$ cat src/rtl/pcmp_pkg.sv
package pcmp_pkg;
   localparam int WIDTH_FLD_W = 12;
   localparam int CTL_W       = WIDTH_FLD_W + 6;

   typedef struct packed {
      logic                   pin_sel;   // bit 17
      logic                   out_en;    // bit 16
      logic                   act_low;   // bit 15
      logic                   load_at_match; // bit 14
      logic                   shadow_en; // bit 13
      logic                   cmp_en;    // bit 12
      logic [WIDTH_FLD_W-1:0] width;     // bits 11:0
   } pcmp_ctl_t;
endpackage

$ cat src/rtl/pcmp_cmp_reg.sv
module pcmp_cmp_reg #(
   parameter int POS_W = 32
) (
   input  logic             clk_i,
   input  logic             rst_ni,
   input  logic             cmp_en_i,
   input  logic             shadow_en_i,
   input  logic             load_at_match_i,
   input  logic             we_i,
   input  logic [POS_W-1:0] wdata_i,
   input  logic [POS_W-1:0] pos_i,
   output logic [POS_W-1:0] active_o,
   output logic             ready_o
);
   logic [POS_W-1:0] shadow_q;
   logic             pend_q;
   logic             direct_wr, shadow_wr, load_hit, xfer;

   assign direct_wr = we_i & ~shadow_en_i;
   assign shadow_wr = we_i & shadow_en_i;
   assign load_hit  = load_at_match_i ? (pos_i == active_o) : (pos_i == '0);
   assign xfer      = cmp_en_i & pend_q & load_hit & ~direct_wr;

   always_ff @(posedge clk_i or negedge rst_ni) begin
      if (!rst_ni) begin
         active_o <= '0;
         shadow_q <= '0;
         pend_q   <= 1'b0;
         ready_o  <= 1'b0;
      end else begin
         ready_o <= xfer;
         if (direct_wr) begin
            active_o <= wdata_i;
            pend_q   <= 1'b0;
         end else begin
            if (xfer)      active_o <= shadow_q;
            if (shadow_wr) shadow_q <= wdata_i;
            pend_q <= (pend_q & ~xfer) | shadow_wr;
         end
      end
   end

   p_direct_load_r2: assert property (@(posedge clk_i) disable iff (!rst_ni)
      direct_wr |=> (active_o == $past(wdata_i)));
   p_shadow_hold_r3: assert property (@(posedge clk_i) disable iff (!rst_ni)
      (!direct_wr && !xfer) |=> $stable(active_o));
   p_ready_copy_r4: assert property (@(posedge clk_i) disable iff (!rst_ni)
      xfer |=> (ready_o && active_o == $past(shadow_q)));
   p_no_copy_off_r11: assert property (@(posedge clk_i) disable iff (!rst_ni)
      !cmp_en_i |=> !ready_o);
endmodule

$ cat src/rtl/pcmp_match_det.sv
module pcmp_match_det #(
   parameter int POS_W = 32
) (
   input  logic             clk_i,
   input  logic             rst_ni,
   input  logic             cmp_en_i,
   input  logic [POS_W-1:0] pos_i,
   input  logic [POS_W-1:0] active_i,
   output logic             trig_o,
   output logic             match_o
);
   logic eq, eq_q;

   assign eq     = cmp_en_i & (pos_i == active_i);
   assign trig_o = eq & ~eq_q;

   always_ff @(posedge clk_i or negedge rst_ni) begin
      if (!rst_ni) begin
         eq_q    <= 1'b0;
         match_o <= 1'b0;
      end else begin
         eq_q    <= eq;
         match_o <= trig_o;
      end
   end

   p_match_single_r6: assert property (@(posedge clk_i) disable iff (!rst_ni)
      match_o |=> !match_o);
   p_no_match_off_r11: assert property (@(posedge clk_i) disable iff (!rst_ni)
      !cmp_en_i |=> !match_o);
endmodule

$ cat src/rtl/pcmp_pulse_stretch.sv
module pcmp_pulse_stretch #(
   parameter int WID_W     = 12,
   parameter int UNIT_CLKS = 4
) (
   input  logic             clk_i,
   input  logic             rst_ni,
   input  logic             en_i,
   input  logic             trig_i,
   input  logic [WID_W-1:0] width_i,
   output logic             active_o
);
   localparam int MAX_LEN = (2 ** WID_W) * UNIT_CLKS;
   localparam int CNT_W   = $clog2(MAX_LEN + 1);
   localparam bit UNIT_P2 = (UNIT_CLKS & (UNIT_CLKS - 1)) == 0;

   logic [CNT_W-1:0] cnt_q;
   logic [CNT_W-1:0] len;
   logic [CNT_W-1:0] units;

   assign units = CNT_W'(width_i) + CNT_W'(1);

   generate
      if (UNIT_CLKS < 1) begin : g_bad_unit
         $error("UNIT_CLKS must be at least 1");
      end
      if (WID_W < 1) begin : g_bad_wid
         $error("WID_W must be at least 1");
      end
      if (UNIT_P2) begin : g_shift
         assign len = units << $clog2(UNIT_CLKS);
      end else begin : g_mult
         assign len = units * CNT_W'(UNIT_CLKS);
      end
   endgenerate

   always_ff @(posedge clk_i or negedge rst_ni) begin
      if (!rst_ni)           cnt_q <= '0;
      else if (!en_i)        cnt_q <= '0;
      else if (trig_i)       cnt_q <= len;
      else if (cnt_q != '0)  cnt_q <= cnt_q - CNT_W'(1);
   end

   assign active_o = (cnt_q != '0);

   p_start_r7: assert property (@(posedge clk_i) disable iff (!rst_ni)
      (en_i && trig_i) |=> active_o);
   p_keep_r7: assert property (@(posedge clk_i) disable iff (!rst_ni)
      (en_i && cnt_q > CNT_W'(1)) |=> active_o);
   p_restart_r10: assert property (@(posedge clk_i) disable iff (!rst_ni)
      (en_i && trig_i && active_o) |=> (cnt_q >= CNT_W'(UNIT_CLKS)));
   p_idle_off_r11: assert property (@(posedge clk_i) disable iff (!rst_ni)
      !en_i |=> !active_o);
endmodule

$ cat src/rtl/pcmp_sync_gen.sv
module pcmp_sync_gen
   import pcmp_pkg::*;
#(
   parameter int POS_W     = 32,
   parameter int UNIT_CLKS = 4
) (
   input  logic             clk_i,
   input  logic             rst_ni,
   input  logic [POS_W-1:0] pos_i,
   input  logic             cmp_we_i,
   input  logic [POS_W-1:0] cmp_wdata_i,
   input  logic             ctl_we_i,
   input  logic [CTL_W-1:0] ctl_wdata_i,
   output logic             sync_o,
   output logic             sync_oe_o,
   output logic             pin_sel_o,
   output logic             match_o,
   output logic             ready_o,
   output logic [POS_W-1:0] active_cmp_o
);
   pcmp_ctl_t ctl_q;
   logic      trig, pulse_on;

   generate
      if (POS_W < 2) begin : g_bad_pos
         $error("POS_W must be at least 2");
      end
   endgenerate

   always_ff @(posedge clk_i or negedge rst_ni) begin
      if (!rst_ni)       ctl_q <= '0;
      else if (ctl_we_i) ctl_q <= pcmp_ctl_t'(ctl_wdata_i);
   end

   pcmp_cmp_reg #(.POS_W(POS_W)) u_cmp_reg (
      .clk_i           (clk_i),
      .rst_ni          (rst_ni),
      .cmp_en_i        (ctl_q.cmp_en),
      .shadow_en_i     (ctl_q.shadow_en),
      .load_at_match_i (ctl_q.load_at_match),
      .we_i            (cmp_we_i),
      .wdata_i         (cmp_wdata_i),
      .pos_i           (pos_i),
      .active_o        (active_cmp_o),
      .ready_o         (ready_o)
   );

   pcmp_match_det #(.POS_W(POS_W)) u_match (
      .clk_i    (clk_i),
      .rst_ni   (rst_ni),
      .cmp_en_i (ctl_q.cmp_en),
      .pos_i    (pos_i),
      .active_i (active_cmp_o),
      .trig_o   (trig),
      .match_o  (match_o)
   );

   pcmp_pulse_stretch #(.WID_W(WIDTH_FLD_W), .UNIT_CLKS(UNIT_CLKS)) u_pulse (
      .clk_i    (clk_i),
      .rst_ni   (rst_ni),
      .en_i     (ctl_q.cmp_en),
      .trig_i   (trig),
      .width_i  (ctl_q.width),
      .active_o (pulse_on)
   );

   assign sync_o    = ctl_q.act_low ^ (pulse_on & ctl_q.out_en);
   assign sync_oe_o = ctl_q.out_en;
   assign pin_sel_o = ctl_q.pin_sel;

   p_match_pulse_r7: assert property (@(posedge clk_i) disable iff (!rst_ni)
      (match_o && ctl_q.out_en && !ctl_q.act_low) |-> sync_o);
   p_gate_r9: assert property (@(posedge clk_i) disable iff (!rst_ni)
      !sync_oe_o |-> (sync_o == ctl_q.act_low));
endmodule

$ cat config.mk
export PLATFORM = sky130hd
export DESIGN_NAME = pcmp_sync_gen
export DESIGN_NICKNAME = d
export VERILOG_FILES = /design/src/rtl/pcmp_pkg.sv /design/src/rtl/pcmp_cmp_reg.sv /design/src/rtl/pcmp_match_det.sv /design/src/rtl/pcmp_pulse_stretch.sv /design/src/rtl/pcmp_sync_gen.sv
export SDC_FILE = /design/constraint.sdc
export NUM_CORES = 1
export LEC_CHECK = 0
export BUFFER_PORTS_ARGS = -buffer_cell sky130_fd_sc_hd__buf_4
export CAP_MARGIN = 40
export CORE_ASPECT_RATIO = 0.75
export CORE_MARGIN = 2
export CORE_UTILIZATION = 55
export DETAILED_ROUTE_END_ITERATION = 8
export HOLD_SLACK_MARGIN = 0.08
export PLACE_DENSITY = 0.8
export SLEW_MARGIN = 20
export SYNTH_ARGS = -nofsm -noshare
export SYNTH_HDL_FRONTEND = slang
export SYNTH_HIERARCHICAL = 1
export SYNTH_SLANG_ARGS = --single-unit
export TNS_END_PERCENT = 100
$ cat constraint.sdc
create_clock -name clk_i -period 3.1 [get_ports clk_i]
set_input_delay 0.155 -clock clk_i [delete_from_list [all_inputs] [get_ports clk_i]]
set_output_delay 0.155 -clock clk_i [all_outputs]
set_load 0.02 [all_outputs]
==> metrics.cfg <==
[status]
status=finished, final reports clean

[yosys]
synth_compound_area_share_pct=11.7
muxShareOfSynthArea_pct=10.1
yosysSeqAreaShare_pct=42.0
synth_edf_count=0
syn_nets=699
synthAdderAreaFrac_pct=0.415
synthCells=611
synth.distinct_cells=54
netlist_top_cells_area=dfrtp_1 42%, mux2_2 7.5%, xnor2_1 7.4%
synth_top_family_by_area=simple AND/OR/NAND/NOR gates
synthArstFlopShare_pct=100
synth_area_per_cell_um2=9.86
yosysTopAreaCellShare_pct=42.0
yosys_warnings=6
synth_top_area_cell=dfrtp_1
synth-seq-cells=101
synth_xor_xnor_area_share_pct=10.5
syn-cell-area_mm2=0.00602
synth-simple-area-share_pct=21.4
synthFlopType=dfrtp_1

[route]
route.detailed.drc=0
postRouteAntennaNets=0
vias=5653
wl_met3_um=1780
drtIter0Drc=582
dr.max_layer_used=met4
drt-total-wl_um=19000
wl_met1_um=7680
first_pass_iters=6
met2_length_um=9020
avgRoutedWirePerCell_um=20.7
routed_via_density=6.15

[timing]
rsz0062_at_grt=no
max-slew-margin-rel_pct=44.2
fmax_ghz=0.384
setup_viol=0
setup_ws_ns=0.495
tns_ns=0
worstMarginPinSlew_ns=0.837
fin_crit_sh_pct=84.0
layout_min_cycle_time_ns=2.60
finalHoldViolations=0
finClkSkew_ns=0.00804
slew_viol_final=0

[global_routing]
grt_max_degree=59
antenna_found_initial=0
grt_pass1_vias=5557
grt_overflow=0
grt_usage_pct=32.5
grt_pass1_wl_um=30000

[cells_and_area]
finalNonFillerCells=919
syn_to_final_growth_pct=30.9
final_nets=862
num_antenna_cells=0
drive_above_1_share_pct=31.6
fillerInstances=784

[clock_network]
ctsHoldBuffers=51
clock-sinks=101
cts_setup_buffers=0
cts_tree=yes
cts_buffers=9
clockBufferDepth=2
clock_latency_ns=0.35
ctsResizeCount=0
cts_max_level=3
ctsRootBufferMaster=clkbuf_16
clk_pin_slew_worst_paths_ns=0.07

[power]
switching_share_pct=32.4
seqPwrFrac_pct=43.8
p_int_mw=2.69
leakagePower_nw=3.42
powerDensity_mw_per_mm2=505
pwr-share-comb_pct=25.8
peakVddDrop_uv=367
p_sw_mw=1.29
p_clk_share_pct=30.4

[placed_design]
dpl_worst_slack_ns=0.551
dp_cells=852
io_buffers=122
gp_congestion=0.966
place_hpwl_um=12900

[floorplan]
ios=123
start_util_pct=55.7
fp.coreArea_mm2=0.0108
rows=33
die_w_um=125
die_area_mm2=0.0118
fp.dieH_um=94.6

[worst_setup_path]
required_ns=3.32
worstPathArrival_ns=2.83
path_class=reg -> reg
critPathCaptureType=flop
worstPathMaxFanout=6
worst_setup_path_start_kind=flop

[flow_run]
drv_cap=0

[min_path]
hold_path_class=in -> reg

metal layers:
layer / global-route usage (%) / vias up
li1: - / 2509
met1: 43.2 / 2754
met2: 52.7 / 327
met3: 8.27 / 63
met4: 10.9 / 0
met5: 0 / -
final timing paths:
check	cells past startpoint	slack, ns	end	from
max	7	0.50	u_pulse/cnt_q[13]	u_cmp_reg/active_o[21]
min	3	0.11	u_cmp_reg/pend_q	cmp_we_i
max reg2reg	7	0.50	u_pulse/cnt_q[13]	u_cmp_reg/active_o[21]
min reg2reg	1	0.53	pin_sel_o	pin_sel_o
max in group asynchronous	3	2.03	u_cmp_reg/shadow_q[28]	rst_ni
min in group asynchronous	2	0.33	u_cmp_reg/active_o[20]	rst_ni
worst max-delay path, stage by stage (launching register included):
cell      delay (ns)
dfrtp_1         0.43
nor2b_1         0.16
a2111o_1        0.37
or4_1           0.57
nor4_2          0.32
nand2b_1        0.22
nand2b_1        0.26
o22ai_1         0.14
metrics by stage:
stage,area (µm²),util (%),hold slack (ns),power (mW)
3_5_place_dp,7060,65.3,0.191,2.70
2_1_floorplan,6020,-,-0.141,2.26
3_3_place_gp,7060,65.3,0.181,2.67
5_1_grt,7890,72.9,0.172,4.12
6_report,7890,72.9,0.114,3.98
4_1_cts,7890,72.9,0.107,3.96
power groups by stage:
stage / clock (mW) / sequential, mW / combinational [mW]
CTS: 1.22 / 1.73 / 1.01
detailed placement: 0 / 1.75 / 0.951
global route: 1.27 / 1.76 / 1.10
finish: 1.21 / 1.74 / 1.03
floorplan: 0 / 1.76 / 0.502
global placement: 0 / 1.73 / 0.935
registers in the layout, indices dropped and copies added (netlist names), 15 cells and up:
name,flops
u_pulse/cnt_q,15
u_cmp_reg/shadow_q,32
ctl_q,16
u_cmp_reg/active_o,32
cell usage after synthesis (all sizes together), types with 5 or more instances:
cell / n
dfrtp: 101
nor2: 75
xnor2: 51
mux2: 50
nand2: 50
nor3: 41
a21oi: 35
o221a: 32
buf: 22
xor2: 21
nor2b: 14
clkbuf: 13
nor4: 13
nand3: 11
nand4: 11
inv: 10
or2b: 8
o22ai: 7
nand2b: 5
cell type report:
cell class / instances / area [µm²] / area share (%)
multi-input cells: 464 / 3270 / 41.5
flip-flops and latches: 101 / 2530 / 32.0
repair buffers: 187 / 1560 / 19.7
clock buffers: 9 / 225 / 2.86
well taps: 140 / 175 / 2.22
clock inverters: 7 / 91.3 / 1.16
inverters: 11 / 41.3 / 0.524
logic make-up after synthesis:
group                      count (synthesis)
buffers and inverters                     46
xor gates and xnor gates                  72
adders and majority gates                  2
AOI/OAI and AO/OA                         90
and+or+nand+nor                          249
muxes                                     51
DFF                                      101
layout by cell type, fill, tap and decap left out, types with 3 or more instances in the layout:
master and n:
or2b_1 8, or4_1 3, nor3_1 39, nand3_1 11, dlygate4sd3_1 51, o21ai_0 3
and2_1 4, o2111ai_1 3, xnor2_1 51, and3_1 3, nor4_2 3, nand4_1 11
nor2b_1 12, nor4_1 9, buf_4 134, inv_1 10, xor2_1 21, mux2_2 40
nand2b_1 5, o22ai_1 7, dfrtp_1 101, a21oi_1 35, nor2_1 75, mux2_4 10
clkbuf_16 9, a22oi_1 3, o221a_2 30, nand2_1 50
Power figures use the tool's default switching activity.
